===== src/rtl/dbs_pkg.sv =====
package dbs_pkg;
  localparam int BS_W    = 3;
  localparam int SEG_N   = 4;
  localparam int Y_EDGES = 4;
  localparam int C_EDGES = 2;
  localparam int N_PLANE = 3;
  localparam int HALO    = 4;
  localparam int TBL_W   = BS_W * SEG_N * Y_EDGES;

  typedef enum logic [1:0] {CAT_CORNER, CAT_TOPROW, CAT_LEFTCOL, CAT_INNER} mbcat_e;
  typedef enum logic [2:0] {ST_IDLE, ST_FETCH, ST_EDGE, ST_DRAIN, ST_WB} state_e;

  function automatic mbcat_e classify(input logic at_left, input logic at_top);
    if (at_left && at_top) return CAT_CORNER;
    if (at_top)            return CAT_TOPROW;
    if (at_left)           return CAT_LEFTCOL;
    return CAT_INNER;
  endfunction

  function automatic logic has_left(input mbcat_e c);
    return (c == CAT_TOPROW) || (c == CAT_INNER);
  endfunction

  function automatic logic has_top(input mbcat_e c);
    return (c == CAT_LEFTCOL) || (c == CAT_INNER);
  endfunction
endpackage


===== src/rtl/dbs_mb_walker.sv =====
module dbs_mb_walker
  import dbs_pkg::*;
#(
  parameter int MB_W = 5
) (
  input  logic            clk,
  input  logic            rst_n,
  input  logic            load,
  input  logic            step,
  input  logic [MB_W-1:0] cols,
  input  logic [MB_W-1:0] rows,
  output logic [MB_W-1:0] mb_x,
  output logic [MB_W-1:0] mb_y,
  output logic            last_mb,
  output mbcat_e          cat
);
  logic [MB_W-1:0] cols_q, rows_q;
  logic            row_end;

  assign row_end = (mb_x == cols_q - MB_W'(1));
  assign last_mb = row_end && (mb_y == rows_q - MB_W'(1));
  assign cat     = classify(mb_x == '0, mb_y == '0);

  always_ff @(posedge clk or negedge rst_n) begin
    if (!rst_n) begin
      mb_x   <= '0;
      mb_y   <= '0;
      cols_q <= MB_W'(1);
      rows_q <= MB_W'(1);
    end else if (load) begin
      mb_x   <= '0;
      mb_y   <= '0;
      cols_q <= cols;
      rows_q <= rows;
    end else if (step) begin
      if (row_end) begin
        mb_x <= '0;
        mb_y <= mb_y + MB_W'(1);
      end else begin
        mb_x <= mb_x + MB_W'(1);
      end
    end
  end
endmodule


===== src/rtl/dbs_win_gen.sv =====
module dbs_win_gen
  import dbs_pkg::*;
#(
  parameter int MB_W  = 5,
  parameter int PIX_W = MB_W + 4
) (
  input  logic [MB_W-1:0]  mb_x,
  input  logic [MB_W-1:0]  mb_y,
  input  mbcat_e           cat,
  input  logic [1:0]       plane,
  output logic [PIX_W-1:0] org_x,
  output logic [PIX_W-1:0] org_y,
  output logic [4:0]       size_w,
  output logic [4:0]       size_h
);
  logic [PIX_W-1:0] ox [N_PLANE];
  logic [PIX_W-1:0] oy [N_PLANE];
  logic [4:0]       sw [N_PLANE];
  logic [4:0]       sh [N_PLANE];
  logic             lft, top;

  assign lft = has_left(cat);
  assign top = has_top(cat);

  for (genvar p = 0; p < N_PLANE; p++) begin : g_plane
    localparam int LG   = (p == 0) ? 4 : 3;
    localparam int CORE = 1 << LG;
    logic [PIX_W-1:0] bx, by;
    assign bx    = PIX_W'(mb_x) << LG;
    assign by    = PIX_W'(mb_y) << LG;
    assign ox[p] = lft ? bx - PIX_W'(HALO) : bx;
    assign oy[p] = top ? by - PIX_W'(HALO) : by;
    assign sw[p] = lft ? 5'(CORE + HALO) : 5'(CORE);
    assign sh[p] = top ? 5'(CORE + HALO) : 5'(CORE);
  end

  always_comb begin
    org_x  = ox[0];
    org_y  = oy[0];
    size_w = sw[0];
    size_h = sh[0];
    for (int p = 1; p < N_PLANE; p++) begin
      if (plane == 2'(p)) begin
        org_x  = ox[p];
        org_y  = oy[p];
        size_w = sw[p];
        size_h = sh[p];
      end
    end
  end
endmodule


===== src/rtl/dbs_edge_walker.sv =====
module dbs_edge_walker
  import dbs_pkg::*;
(
  input  logic       clk,
  input  logic       rst_n,
  input  logic       adv,
  output logic       dir,
  output logic [1:0] plane,
  output logic [1:0] edge_idx,
  output logic [1:0] seg,
  output logic [1:0] luma_edge,
  output logic       last
);
  logic [1:0] max_edge;

  assign max_edge  = (plane == 2'd0) ? 2'(Y_EDGES - 1) : 2'(C_EDGES - 1);
  assign luma_edge = (plane == 2'd0) ? edge_idx : {edge_idx[0], 1'b0};
  assign last      = dir && (plane == 2'(N_PLANE - 1)) &&
                     (edge_idx == 2'(C_EDGES - 1)) && (seg == 2'(SEG_N - 1));

  always_ff @(posedge clk or negedge rst_n) begin
    if (!rst_n) begin
      dir      <= 1'b0;
      plane    <= '0;
      edge_idx <= '0;
      seg      <= '0;
    end else if (adv) begin
      if (seg != 2'(SEG_N - 1)) begin
        seg <= seg + 2'd1;
      end else begin
        seg <= '0;
        if (edge_idx != max_edge) begin
          edge_idx <= edge_idx + 2'd1;
        end else begin
          edge_idx <= '0;
          if (plane != 2'(N_PLANE - 1)) begin
            plane <= plane + 2'd1;
          end else begin
            plane <= '0;
            dir   <= ~dir;
          end
        end
      end
    end
  end
endmodule


===== src/rtl/deblk_edge_sched.sv =====
module deblk_edge_sched
  import dbs_pkg::*;
#(
  parameter int MB_W  = 5,
  parameter int PIX_W = MB_W + 4
) (
  input  logic             clk,
  input  logic             rst_n,
  input  logic             start_i,
  input  logic [MB_W-1:0]  mb_cols_i,
  input  logic [MB_W-1:0]  mb_rows_i,
  input  logic [TBL_W-1:0] bs_vert_i,
  input  logic [TBL_W-1:0] bs_horz_i,
  input  logic             filt_idle_i,
  output logic             fch_valid_o,
  input  logic             fch_ready_i,
  output logic [1:0]       fch_plane_o,
  output logic [PIX_W-1:0] fch_x_o,
  output logic [PIX_W-1:0] fch_y_o,
  output logic [4:0]       fch_w_o,
  output logic [4:0]       fch_h_o,
  output logic             cmd_valid_o,
  input  logic             cmd_ready_i,
  output logic             cmd_dir_o,
  output logic [1:0]       cmd_plane_o,
  output logic [1:0]       cmd_edge_o,
  output logic [1:0]       cmd_seg_o,
  output logic [BS_W-1:0]  cmd_bs_o,
  output logic [MB_W-1:0]  mb_x_o,
  output logic [MB_W-1:0]  mb_y_o,
  output logic             wb_valid_o,
  input  logic             wb_ready_i,
  output logic             done_o
);
  state_e     state;
  logic [1:0] fidx;
  logic       done_q;
  logic       mb_load, mb_step, last_mb;
  mbcat_e     cat;
  logic       ew_adv, ew_last, ew_dir;
  logic [1:0] ew_plane, ew_edge, ew_seg, ew_luma_edge;
  logic       on_border, emit;
  logic [BS_W-1:0] seg_bs;
  logic [5:0] bs_lsb;

  assign mb_load = (state == ST_IDLE) && start_i;
  assign mb_step = (state == ST_WB) && wb_ready_i && !last_mb;

  dbs_mb_walker #(.MB_W(MB_W)) i_mb_walker (
    .clk     (clk),
    .rst_n   (rst_n),
    .load    (mb_load),
    .step    (mb_step),
    .cols    (mb_cols_i),
    .rows    (mb_rows_i),
    .mb_x    (mb_x_o),
    .mb_y    (mb_y_o),
    .last_mb (last_mb),
    .cat     (cat)
  );

  dbs_win_gen #(.MB_W(MB_W), .PIX_W(PIX_W)) i_win_gen (
    .mb_x   (mb_x_o),
    .mb_y   (mb_y_o),
    .cat    (cat),
    .plane  (fidx),
    .org_x  (fch_x_o),
    .org_y  (fch_y_o),
    .size_w (fch_w_o),
    .size_h (fch_h_o)
  );

  dbs_edge_walker i_edge_walker (
    .clk       (clk),
    .rst_n     (rst_n),
    .adv       (ew_adv),
    .dir       (ew_dir),
    .plane     (ew_plane),
    .edge_idx  (ew_edge),
    .seg       (ew_seg),
    .luma_edge (ew_luma_edge),
    .last      (ew_last)
  );

  // Strength lookup: one table read per four-sample segment.
  assign bs_lsb    = 6'(BS_W) * {2'b00, ew_luma_edge, ew_seg};
  assign seg_bs    = ew_dir ? bs_horz_i[bs_lsb +: BS_W] : bs_vert_i[bs_lsb +: BS_W];
  assign on_border = (ew_luma_edge == 2'd0) &&
                     (ew_dir ? !has_top(cat) : !has_left(cat));
  assign emit      = !on_border && (seg_bs != '0);
  assign ew_adv    = (state == ST_EDGE) && (!emit || cmd_ready_i);

  assign fch_valid_o = (state == ST_FETCH);
  assign fch_plane_o = fidx;
  assign cmd_valid_o = (state == ST_EDGE) && emit;
  assign cmd_dir_o   = ew_dir;
  assign cmd_plane_o = ew_plane;
  assign cmd_edge_o  = ew_edge;
  assign cmd_seg_o   = ew_seg;
  assign cmd_bs_o    = seg_bs;
  assign wb_valid_o  = (state == ST_WB);
  assign done_o      = done_q;

  always_ff @(posedge clk or negedge rst_n) begin
    if (!rst_n) begin
      state  <= ST_IDLE;
      fidx   <= '0;
      done_q <= 1'b0;
    end else begin
      unique case (state)
        ST_IDLE: if (start_i) begin
          state  <= ST_FETCH;
          fidx   <= '0;
          done_q <= 1'b0;
        end
        ST_FETCH: if (fch_ready_i) begin
          if (fidx == 2'(N_PLANE - 1)) state <= ST_EDGE;
          else                         fidx  <= fidx + 2'd1;
        end
        ST_EDGE: if (ew_adv && ew_last) state <= ST_DRAIN;
        ST_DRAIN: if (filt_idle_i) state <= ST_WB;
        ST_WB: if (wb_ready_i) begin
          if (last_mb) begin
            state  <= ST_IDLE;
            done_q <= 1'b1;
          end else begin
            state <= ST_FETCH;
            fidx  <= '0;
          end
        end
        default: state <= ST_IDLE;
      endcase
    end
  end
endmodule


===== config.mk =====
export PLATFORM = sky130hd
export DESIGN_NAME = deblk_edge_sched
export DESIGN_NICKNAME = d
export VERILOG_FILES = /design/src/rtl/dbs_pkg.sv /design/src/rtl/dbs_mb_walker.sv /design/src/rtl/dbs_win_gen.sv /design/src/rtl/dbs_edge_walker.sv /design/src/rtl/deblk_edge_sched.sv
export SDC_FILE = /design/constraint.sdc
export NUM_CORES = 1
export LEC_CHECK = 0
export BUFFER_PORTS_ARGS = -buffer_cell sky130_fd_sc_hd__buf_2
export CORE_MARGIN = 2
export CORE_UTILIZATION = 40
export DETAILED_ROUTE_END_ITERATION = 10
export GPL_TIMING_DRIVEN = 0
export PLACE_DENSITY = 0.72
export SYNTH_ARGS = -nofsm -noshare
export SYNTH_HDL_FRONTEND = slang
export SYNTH_SLANG_ARGS = --single-unit
export TNS_END_PERCENT = 100

===== constraint.sdc =====
create_clock -name clk -period 3.5 [get_ports clk]
set_input_delay 0.525 -clock clk [delete_from_list [all_inputs] [get_ports clk]]
set_output_delay 0.525 -clock clk [all_outputs]
set_load 0.05 [all_outputs]

==> impl_metrics.json <==
{
  "status": "finished, final reports clean",
  "async_flop_share": 1.00,
  "antenna_found_initial": 0,
  "placement.io_buffers": 158,
  "synth_area_per_cell_um2": 9.32,
  "worst-path-buf-inv": 3,
  "p_switching_mw": 2.10,
  "cp_slowest_cell": "dfrtp_1",
  "r2r_end": "i_edge_walker.seg[1]$_DFFE_PN0P_",
  "fin_crit_sh": 0.961,
  "cp.arrival_ns": 2.84,
  "grt_setup_unrepaired": "false",
  "cts_num_sinks": 33,
  "synthDistinctLibCells": 48,
  "hold_ws_ns": 0.307,
  "use_met1": 0.292,
  "grt_pass1_wl_mm": 15.3,
  "end_kind": "output pin",
  "final_util": 0.538,
  "cts_buffers": 5,
  "gp_congestion": 0.836,
  "synth-seq-area-share": 0.252,
  "synth_edf_count": 0,
  "use_met3": 0.0327,
  "grt_max_degree": 34,
  "reg2regPathDepth": 9,
  "diodes": 0,
  "use_met2": 0.345,
  "internal_power_mw": 1.62,
  "final_cell_count_no_fill": 630,
  "path_clk_slew_ns": 0.07,
  "slowest_delay_ns": 0.47,
  "drc": 0,
  "crit_family": "buffers and inverters",
  "cap_viol_max_count": 0,
  "ir_drop_mv": 0.296,
  "vias": 3240,
  "ys_ff_latch": 33,
  "core_um2": 8090,
  "die_area_um2": 8970,
  "pwr-share-comb": 0.756,
  "die_h_um": 94.7,
  "yosysMostFrequentCell": "nor2_1",
  "crit_required_ns": 2.97,
  "filler_cell_count": 809,
  "timing.fmax_mhz": 297,
  "hold_viol_final": 0,
  "drv_slew": 0,
  "grt_overflow": 0,
  "holdBufCountCts": 0,
  "worstSetupStartpointType": "flip-flop",
  "synthFlopType": "dfrtp_1",
  "power_density_nw_per_um2": 854,
  "layout.nets": 649,
  "drive_above_1_share": 0.446,
  "synth_top_cell_by_area": "dfrtp_1",
  "hpwl_mm": 7.62,
  "rows": 33,
  "via_per_inst": 5.14,
  "grt.busiest_layer": "met2",
  "fin_skew_ns": 0.00572,
  "grt_usage": 0.214,
  "seqPwrFrac": 0.170,
  "r2r-start": "i_edge_walker.seg[0]$_DFFE_PN0P_",
  "r2r_slack_ns": 0.55,
  "synthCells": 353,
  "first_pass_iters": 4,
  "clk_latency_ns": 0.28,
  "clockRootBuffer": "clkbuf_8",
  "area_delta_synth_final_pct": 32.4,
  "switching_share": 0.564,
  "worst_pin_slew_ns": 1.02,
  "start_util": 0.407,
  "cp_common_cell": "buf_2",
  "critPathKind": "reg2out",
  "synth_area_leaders": "dfrtp_1 24%, mux4_2 16%, mux2i_1 5.2%",
  "p_leak_nw": 2.12,
  "die_w_um": 94.7,
  "pwr-share-clk": 0.074,
  "ant_nets": 0,
  "drt_iter0_markers": 112,
  "cts-htree-levels": 2,
  "syn_area_um2": 3290,
  "critPathMaxFanout": 10,
  "route.detailed.wl_per_inst_um": 14.6,
  "cp_cell_sequence": "clkbuf_4 > buf_2 > mux4_2 > mux2i_1 > o22ai_1 > a21o_2 > nor3_1 > nor4_4 > buf_2",
  "slew_headroom": 0.318,
  "period_needed_ns": 3.36,
  "post_cts_buffers": 0,
  "synth_top_area_share": 0.236,
  "finalSetupTns_ns": 0,
  "synth_common_cells": "35 x nor2_1, 31 x dfrtp_1, 28 x nand2_1",
  "routed_wirelength_mm": 9.22,
  "grt_pass1_vias": 3204,
  "cts_tree": "yes",
  "finalSetupViolCount": 0,
  "io_pins": 167,
  "placed_cells": 623,
  "hold_path_class": "in2async",
  "cts.path.max_buffers": 2,
  "yosysWarnings": 0
}
==> sequential cells by signal, indices dropped and copies added (netlist names) <==
signal                  count
i_edge_walker.plane         2
i_edge_walker.edge_idx      2
i_edge_walker.seg           2
state                       3
fch_plane_o                 2
i_mb_walker.mb_y            5
i_mb_walker.rows_q          5
i_edge_walker.dir           1
i_mb_walker.cols_q          5
i_mb_walker.mb_x            5
done_o                      1
==> worst max-delay path by stage <==
| stage | start | cells past startpoint | end |
|---|---|---|---|
| after floorplan | i_mb_walker.mb_x[0]$_DFFE_PN0P_ | 6 | fch_x_o[3] |
| after global placement | i_edge_walker.seg[0]$_DFFE_PN0P_ | 9 | cmd_valid_o |
| after detailed placement | i_mb_walker.mb_x[0]$_DFFE_PN0P_ | 10 | i_edge_walker.seg[0]$_DFFE_PN0P_ |
| after CTS | i_edge_walker.seg[1]$_DFFE_PN0P_ | 9 | cmd_valid_o |
| after global routing | i_edge_walker.dir$_DFFE_PN0P_ | 9 | cmd_valid_o |
| final | i_edge_walker.seg[0]$_DFFE_PN0P_ | 9 | cmd_valid_o |
==> area by class of cell <==
type | instances | area (um2) | area share
Multi-Input combinational cell | 270 | 2240 | 0.514
Sequential cell | 33 | 828 | 0.190
Timing Repair Buffer | 158 | 791 | 0.182
Buffer | 36 | 210 | 0.0483
Tap cell | 105 | 131 | 0.0302
Clock buffer | 8 | 80.1 | 0.0184
Inverter | 20 | 75.1 | 0.0172
==> cell families (layout without fill, tap and decap cells) <==
family          count (synthesis)  count (layout)  share of synthesized area
other cells                     1               8                    0.00114
xor+xnor                       27              27                     0.0719
mux                            53              53                      0.266
simple gates                  114             114                      0.168
flops                          33              33                      0.252
buf+inv                        57             222                     0.0848
fa+ha+maj                      12              12                     0.0456
compound gates                 56              56                      0.110
==> power groups by stage <==
stage          clock network, mW  registers, mW  logic, mW
6_report                   0.275          0.633       2.81
5_1_grt                    0.299          0.649       3.05
4_1_cts                    0.283          0.616       2.83
3_5_place_dp                   0          0.621       2.82
3_3_place_gp                   0          0.618       2.77
2_1_floorplan                  0          0.732       2.13
==> metrics by stage <==
step	power, mW	instance area, um2	setup WS [ns]
after CTS	3.73	4350	0.0688
after global routing	4.00	4360	0.00706
final	3.72	4360	0.135
after global placement	3.39	4260	0.173
after floorplan	2.86	3330	0.0674
after detailed placement	3.44	4260	0.140
==> cells in the final DEF (no fill, tap or decap), drive strengths merged, types with 6 or more instances in the layout <==
master	n
nand2b	6
inv	20
conb	8
mux2i	17
xor2	10
nor3	13
buf	176
ha	12
o21ai	13
xnor2	17
nor2	35
nand3	6
mux4	25
clkbuf	26
mux2	11
a21oi	17
dfrtp	31
nand2	28
==> metal layers <==
| layer | vias up | part of all wire |
|---|---|---|
| met5 | - | 0 |
| met4 | 0 | 0.024 |
| met3 | 21 | 0.056 |
| met2 | 108 | 0.49 |
| met1 | 1526 | 0.43 |
| li1 | 1585 | - |
==> repair_timing <==
item / in CTS / in global routing
resized for setup: 4 / 4
pin swaps: 0 / 0
endpoints found under the hold margin: 0 / 0
endpoints found under the setup margin: 4 / 1
No activity file was read; power rests on OpenSTA's default activity.
